**src/rtl/dslope_seq.sv**
```systemverilog
module dslope_seq #(
  parameter int DIV         = 4,
  parameter int INT_COUNTS  = 1000,
  parameter int FRAME_COUNT = 4000,
  parameter int RESET_AZ    = 1000,
  parameter int ZI_MIN      = 11,
  parameter int ZI_NORM     = 140,
  parameter int ZI_HEAVY    = 740
) (
  input  logic       clk,
  input  logic       rst_n,
  input  logic       cmp_pos,
  input  logic       zero_det,
  output logic       sw_az,
  output logic       sw_int,
  output logic       sw_dep,
  output logic       sw_den,
  output logic       sw_zi,
  output logic       rd_thou,
  output logic [3:0] rd_hund,
  output logic [3:0] rd_tens,
  output logic [3:0] rd_ones,
  output logic       rd_neg,
  output logic       rd_ovr,
  output logic       rd_valid
);

  localparam int PW = (DIV > 2) ? $clog2(DIV) : 1;
  localparam int FW = $clog2(FRAME_COUNT);
  localparam int ZW = $clog2(ZI_HEAVY + 1);
  localparam logic [PW-1:0] PRE_LAST   = PW'(DIV - 1);
  localparam logic [FW-1:0] FRAME_LAST = FW'(FRAME_COUNT - 1);
  localparam logic [FW-1:0] INT_LAST   = FW'(INT_COUNTS - 1);
  localparam logic [FW-1:0] FRAME_RST  = FW'(FRAME_COUNT - RESET_AZ);

  typedef enum logic [1:0] {PH_AZ, PH_INT, PH_DE, PH_ZI} phase_t;

  phase_t        phase;
  logic [PW-1:0] pre;
  logic [FW-1:0] frame_cnt;
  logic [ZW-1:0] zi_cnt;
  logic          pol_pos;
  logic [3:0]    c1, c10, c100;
  logic          c1000;

  logic       tick, crossed, wrap, zi_end;
  logic [3:0] n1, n10, n100;
  logic       n1000;

  assign tick    = (pre == PRE_LAST);
  assign crossed = (cmp_pos != pol_pos);

  assign sw_az  = (phase == PH_AZ);
  assign sw_int = (phase == PH_INT);
  assign sw_dep = (phase == PH_DE) &&  pol_pos;
  assign sw_den = (phase == PH_DE) && !pol_pos;
  assign sw_zi  = (phase == PH_ZI);

  always_comb begin
    n1 = c1; n10 = c10; n100 = c100; n1000 = c1000; wrap = 1'b0;
    if (c1 != 4'd9) n1 = c1 + 4'd1;
    else begin
      n1 = 4'd0;
      if (c10 != 4'd9) n10 = c10 + 4'd1;
      else begin
        n10 = 4'd0;
        if (c100 != 4'd9) n100 = c100 + 4'd1;
        else begin
          n100 = 4'd0;
          n1000 = ~c1000;
          wrap = c1000;
        end
      end
    end
  end

  assign zi_end = ((zi_cnt >= ZW'(ZI_MIN - 1)) && zero_det) ||
                  ((zi_cnt == ZW'(ZI_NORM - 1)) && !rd_ovr) ||
                  (zi_cnt == ZW'(ZI_HEAVY - 1));

  always_ff @(posedge clk or negedge rst_n) begin
    if (!rst_n) begin
      phase     <= PH_AZ;
      pre       <= '0;
      frame_cnt <= FRAME_RST;
      zi_cnt    <= '0;
      pol_pos   <= 1'b1;
      {c1000, c100, c10, c1} <= '0;
      {rd_thou, rd_hund, rd_tens, rd_ones} <= '0;
      rd_neg    <= 1'b0;
      rd_ovr    <= 1'b0;
      rd_valid  <= 1'b0;
    end else begin
      rd_valid <= 1'b0;
      pre <= tick ? '0 : pre + PW'(1);
      if (tick) frame_cnt <= (frame_cnt == FRAME_LAST) ? '0 : frame_cnt + FW'(1);
      case (phase)
        PH_AZ:
          if (tick && frame_cnt == FRAME_LAST) phase <= PH_INT;
        PH_INT:
          if (tick && frame_cnt == INT_LAST) begin
            phase   <= PH_DE;
            pol_pos <= cmp_pos;
            {c1000, c100, c10, c1} <= '0;
          end
        PH_DE:
          if (tick) begin
            if (crossed || wrap) begin
              phase    <= PH_ZI;
              zi_cnt   <= '0;
              rd_valid <= 1'b1;
              rd_neg   <= !pol_pos;
              rd_ovr   <= !crossed;
              if (crossed) {rd_thou, rd_hund, rd_tens, rd_ones} <= {c1000, c100, c10, c1};
              else         {rd_thou, rd_hund, rd_tens, rd_ones} <= '0;
            end else begin
              {c1000, c100, c10, c1} <= {n1000, n100, n10, n1};
            end
          end
        default:
          if (zi_end) phase <= PH_AZ;
          else        zi_cnt <= zi_cnt + ZW'(1);
      endcase
    end
  end

  AST_ONE_SWITCH: assert property (@(posedge clk) disable iff (!rst_n)
    $onehot({sw_az, sw_int, sw_dep, sw_den, sw_zi}));
  AST_INT_AFTER_AZ: assert property (@(posedge clk) disable iff (!rst_n)
    $rose(sw_int) |-> $past(sw_az));
  AST_DE_AFTER_INT: assert property (@(posedge clk) disable iff (!rst_n)
    $rose(sw_dep || sw_den) |-> $past(sw_int));
  AST_ZI_AFTER_DE: assert property (@(posedge clk) disable iff (!rst_n)
    $rose(sw_zi) |-> $past(sw_dep || sw_den));
  AST_INT_LENGTH: assert property (@(posedge clk) disable iff (!rst_n)
    $fell(sw_int) |-> $past(frame_cnt) == INT_LAST);
  AST_OVR_ZERO: assert property (@(posedge clk) disable iff (!rst_n)
    rd_ovr |-> ({rd_thou, rd_hund, rd_tens, rd_ones} == '0));
  AST_VALID_AT_DE_END: assert property (@(posedge clk) disable iff (!rst_n)
    $fell(sw_dep || sw_den) |-> rd_valid);
  AST_VALID_SINGLE: assert property (@(posedge clk) disable iff (!rst_n)
    rd_valid |=> !rd_valid);
  AST_READING_HELD: assert property (@(posedge clk) disable iff (!rst_n)
    !rd_valid |-> $stable({rd_thou, rd_hund, rd_tens, rd_ones, rd_neg, rd_ovr}));
  AST_ZI_MIN: assert property (@(posedge clk) disable iff (!rst_n)
    $fell(sw_zi) |-> $past(zi_cnt) >= ZW'(ZI_MIN - 1));
  AST_ZI_STRETCH: assert property (@(posedge clk) disable iff (!rst_n)
    ($fell(sw_zi) && $past(zi_cnt) > ZW'(ZI_NORM - 1)) |-> rd_ovr);
  AST_BCD_DIGITS: assert property (@(posedge clk) disable iff (!rst_n)
    (rd_ones <= 4'd9) && (rd_tens <= 4'd9) && (rd_hund <= 4'd9));

endmodule

```
**config.mk**
```make
export PLATFORM = sky130hd
export DESIGN_NAME = dslope_seq
export DESIGN_NICKNAME = d
export VERILOG_FILES = /design/src/rtl/dslope_seq.sv
export SDC_FILE = /design/constraint.sdc
export NUM_CORES = 1
export LEC_CHECK = 0
export BUFFER_PORTS_ARGS = -buffer_cell sky130_fd_sc_hd__buf_2
export CORE_ASPECT_RATIO = 1.75
export CORE_MARGIN = 2
export CORE_UTILIZATION = 50
export DETAILED_ROUTE_END_ITERATION = 6
export PLACE_DENSITY = 0.69
export SYNTH_ARGS = -nofsm -noshare
export SYNTH_HDL_FRONTEND = slang
export SYNTH_SLANG_ARGS = --single-unit
export TNS_END_PERCENT = 5
```
**constraint.sdc**
```tcl
create_clock -name clk -period 6.2 [get_ports clk]
set_clock_uncertainty 0.1 [all_clocks]
set_input_delay 1.24 -clock clk [delete_from_list [all_inputs] [get_ports clk]]
set_output_delay 1.24 -clock clk [all_outputs]
set_load 0.05 [all_outputs]
```
# After elaboration in Yosys (flattened, before gate mapping)
# Cells that the tools add are included.
totals:
  mem_bits_ro: 0
  wordCells: 115
  inputBits: 4
  latch_bits: 0
  mem_count: 0
  mem_bits_rw: 0
  out_inout_bits: 21
  register_bits: 56
classes:
  mul: 0
  bitwise: 2
  eq_ne: 21
  n_lt_le_gt_ge: 1
  addsub: 6
  n_shift: 0
  n_reduce_logical: 24
  n_mux: 45
  div_mod_pow: 0
op_table:
  columns: ["cell", "n"]
  rows:
  - ["4-bit two-way mux", 16]
  - ["10-bit two-way mux", 3]
  - ["4-bit case mux with 2 select lines", 3]
  - ["10-bit case mux with 2 select lines", 1]
  - ["1-bit two-way mux", 13]
  - ["12-bit by 1-bit adder with 12-bit output (second input constant)", 1]
  - ["4-bit by 1-bit adder with 4-bit output (second input constant)", 3]
  - ["12-bit by 10-bit == test with 1-bit output (second input constant)", 1]
  - ["12-bit == test (second input constant)", 1]
  - ["12-bit two-way mux", 1]
  - ["2-bit two-way mux", 6]
  - ["4-bit inequality test (second input constant)", 3]
  - ["10-bit by 1-bit adder with 10-bit output (second input constant)", 1]
  - ["10-bit == test (second input constant)", 1]
  - ["10-bit by 8-bit == test with 1-bit output (second input constant)", 1]
  - ["10-bit by 4-bit greater-or-equal comparator with 1-bit output (second input constant)", 1]
  - ["2-bit inequality test (second input constant)", 5]
  - ["5-bit AND reduction", 2]
  - ["2-bit by 1-bit inequality test with 1-bit output (second input constant)", 4]
  - ["4-bit AND reduction", 2]
  - ["7-bit AND reduction", 1]
  - ["2-bit == test (second input constant)", 3]
  - ["1-bit logical AND", 6]
  - ["2-bit case mux with 3 select lines", 1]
  - ["14 further kinds", 19]

# Depth between registers and ports, before layout
logic_depth:
  word_depth: 8
  depth_mapped: 9
  mapped_depth_nobuf: 8

# Worst setup path after synthesis
# No wires, ideal clock.
synth_timing:
  kind: "register -> output"
  start: "register phase[0]"
  end: "output sw_den"
  n_path_buf: 2
  required_time_ps: 4860
  stages_incl_launch_ff: 6
  t_arrival_ps: 1939
  path_slack_ps: 2921
  cell_sequence: "dfrtp_1 -> inv_1 -> ha_1 -> clkbuf_1 -> clkbuf_1 -> nor2b_1"
synth_via:
  elab_chain_cells: 2
synth_lines:
  columns: ["item", "line_no", "text"]
  rows:
  - ["from (decl)", "38", "phase_t phase;"]
  - ["from (signal assigned)", "83", "phase <= PH_AZ;"]
  - ["from (signal assigned)", "99", "if (tick && frame_cnt == FRAME_LAST) phase <= PH_INT;"]
  - ["from (signal assigned)", "102", "phase <= PH_DE;"]
  - ["2-bit == test", "56", "assign sw_den = (phase == PH_DE) && !pol_pos;"]
  - ["1-bit logical AND", "56", null]
  - ["to (decl)", "17", "output logic sw_den,"]
# No other way between the ends.

# Worst setup path in the final report
layout_timing:
  start: "register phase[0]"
  end: "output sw_dep"
layout_via:
  elab_chain_cells: 2
layout_lines:
  columns: ["item", "line_no", "text"]
  rows:
  - ["2-bit == test", "55", "assign sw_dep = (phase == PH_DE) && pol_pos;"]
  - ["1-bit logical AND", "55", null]
  - ["to (decl)", "16", "output logic sw_dep,"]
# No other way between the ends.

==> metrics.txt <==
status=finished clean; fin cells=381; worst flop-to-flop path endpoint=zi_cnt[7]; worst slew pin tran=0.9847 ns; critical path startpoint category=register; Comb power frac=1.9%; Max clock buf depth=2; post-synthesis xor/xnor area fraction=3.028%; CTS clk-pin slew, worst paths=0.09 ns; Mapped Avg Cell Area=10.26 µm²; Max-Cap Viols=0; share of cells above drive strength 1=15.74%; Port Buffer Count=24; VDD IR max=~0.00024 V; EDFF count, synth=0; Remaining Overflow, GRT=0; Final Hold Viols=0; Post-CTS Setup Inserts=0; Slew HR=34.11%; CTS resizes=0; IO Count=25; CTS tree=built; Synth Area in Adders=6.488%; nets=~320; Mapped Cells=roughly 280; worst path required time=4.86 ns; fin crit share=53.04%; Hold Crit Depth=1; # DRC=0; Mapped Nets=301; Final Slew Violations=0; PwrDens=218.4 nW/µm²; worst r2r path cells=7; fin crit period=3.289 ns; drt first pass iters=4; antenna violations before repair=0; Final ANT Viol Nets=0; placed cells=373; routed length per placed instance=15.75 µm; Final TNS setup=0 ns; Vias/cell=5.711; fill count=515; Synth Flop Type=dfrtp_1; Worst Path Class, Setup=reg2out; placed wire-length estimate=approximately 4400 µm; largest family of logic cells by synthesized area=simple AND/OR/NAND/NOR gates; P_leak=1.464 nW; Simple-Gate Fraction of Synth Area=18.94%; Area growth, synth to finish=11.64%; Yosys reg bits=56; internal power=0.5711 mW; initial core utilization=51.79%; hold endpoint=pre[0]; hold_buf cts=0; Total GRT Usage=21.24%; die area=6434 µm²; NetSw=0.1340 mW; first-pass GRT wire length=10410 µm; mux cell area share after synthesis=2.206%; Via Count=2176; WL met2=around 3200 µm; worst path cell trace=inv_1, ha_1, and2_1, buf_2; total core area=5585 µm²; number of distinct library cells after synthesis=between 40 and 50; Die H=104.6 µm; Worst Setup End Kind=output pin; placer congestion estimate=0.8339; most frequent cells in the layout=dfrtp_1, buf_2, nand2_1, o21ai_0, ha_1; vias in the first global route=approximately 2200; RR Startpoint=phase[0]; total CTS buffers=5; DRT met1 WL=2478 µm; Highest Signal Layer=met4; HP Class=reg2reg; Rows=36; Worst EP arrival=1.95 ns; Met3 Wirelength=163 µm; post-synthesis sequential area ratio=48.79%; # H-tree levels=2; Net Sw Frac=19.01%; clock sinks=56; complex-gate fraction of the synthesized area=17.30%; Worst Hold Launch=pre[0]; largest net degree at the start of global routing=57; Synth async-reset ratio=100.0%; crit path launch=phase[0]; Iteration-0 DRC Markers=101; unrepaired setup endpoints after global routing=no; top-area cell type share of the netlist area=between 40% and 50%; # diodes=0; commonest non-fill, non-tap cell in the layout=dfrtp_1; Max Freq=0.3041 GHz; CP peak stage delay=approximately 0.60 ns; worst skew pair latency=0.33 ns; critical path's slowest cell=ha_1; root buffer cell=clkbuf_8; Worst R2R Setup Slack=~3.0 ns; CP Buf/Inv Count=2; CP top delay family=adder cells; WL final=about 6000 µm; top post-synthesis cells by area=dfrtp_1, dfstp_2, ha_1, a22o_1, o21ai_0; post-synth top area cell=dfrtp_1; critical path peak fanout=23; endpoints failing setup=0; Yosys warning count=0; Clock power frac=46.0%; Die X=61.50 µm; Seq pwr share=between 50% and 60%; area of the mapped netlist=2893 µm²
per-stage QoR:
step	setup WS, ns	utilization [%]	hold slack [ns]	power (mW)	area [µm²]
2_1_floorplan	2.921	-	0.3031	0.3781	2893
3_3_place_gp	3.144	54.97	0.3132	0.3876	3070
3_5_place_dp	3.039	54.97	0.3228	0.3878	3070
4_1_cts	2.908	57.82	0.3413	0.7104	3229
5_1_grt	2.750	57.82	0.3620	0.7275	3229
6_report	2.911	57.82	0.3407	0.7052	3229
power groups by stage:
stage | combinational [mW] | sequential [mW] | clock, mW
2_1_floorplan | 0.00318 | 0.375 | 0
6_report | 0.0137 | 0.367 | 0.324
4_1_cts | 0.0139 | 0.367 | 0.330
3_5_place_dp | 0.0139 | 0.374 | 0
3_3_place_gp | 0.0137 | 0.374 | 0
5_1_grt | 0.0160 | 0.367 | 0.344
layer usage:
metal	vias to the layer above	global-route usage, %
li1	1075	-
met1	1068	25.91
met2	27	35.26
met3	6	4.084
met4	0	8.511
met5	-	0
cells by family (layout without fill, tap and decap cells):
logic type | Yosys count | in the layout
AND/OR/NAND/NOR | 101 | 101
adder cells (fa/ha/maj) | 15 | 15
multiplexers | 6 | 6
AO/OA/AOI/OAI | 71 | 71
XOR/XNOR | 10 | 10
buffers and inverters | 23 | 46
flip-flops | 56 | 56
Yosys cell counts, types with 2 or more instances:
library cell   n
and2_1         3
o21bai_1       2
nand2b_1       4
ha_1          15
a21o_1         2
mux2i_1        3
or3_1          6
o31a_1         2
nand3b_1       6
o2bb2ai_1      2
dfstp_2        8
a211o_1        2
o21ai_0       20
nor3_1         4
a21oi_1        8
o31ai_1       10
clkbuf_1       9
mux2_2         3
xnor2_1        7
nand4_1        6
nor2_1        13
nand2_1       23
xor2_1         3
inv_1         13
dfrtp_1       48
nor4_1         4
a22o_1        13
or4_1          3
and3_1         5
nor2b_1        5
nand3_1       12
a211oi_1       2
worst max path at each step:
| stage | end | cells after the start |
|---|---|---|
| global placement | zi_cnt[8] | 7 |
| finish | sw_dep | 4 |
| CTS | sw_dep | 4 |
| global route | sw_dep | 4 |
| detailed placement | zi_cnt[4] | 7 |
| floorplan | sw_den | 5 |
final cells by class:
| type | instances | area, µm² | share of cell area (%) |
|---|---|---|---|
| flip-flops and latches | 56 | 1411 | 43.70 |
| multi-input cells | 203 | 1388 | 42.97 |
| repair buffers | 25 | 127.6 | 3.952 |
| well taps | 76 | 95.09 | 2.945 |
| clock inverters | 3 | 90.09 | 2.790 |
| clock buffers | 5 | 68.82 | 2.131 |
| inverters | 13 | 48.80 | 1.511 |
state kept, by name (all words and copies together) (netlist names), 2 cells and up:
| name | cells |
|---|---|
| c100 | 4 |
| rd_tens | 4 |
| rd_ones | 4 |
| zi_cnt | 10 |
| c1 | 4 |
| rd_hund | 4 |
| frame_cnt | 12 |
| pre | 2 |
| c10 | 4 |
| phase | 2 |
(Power assumes the default switching activity.)
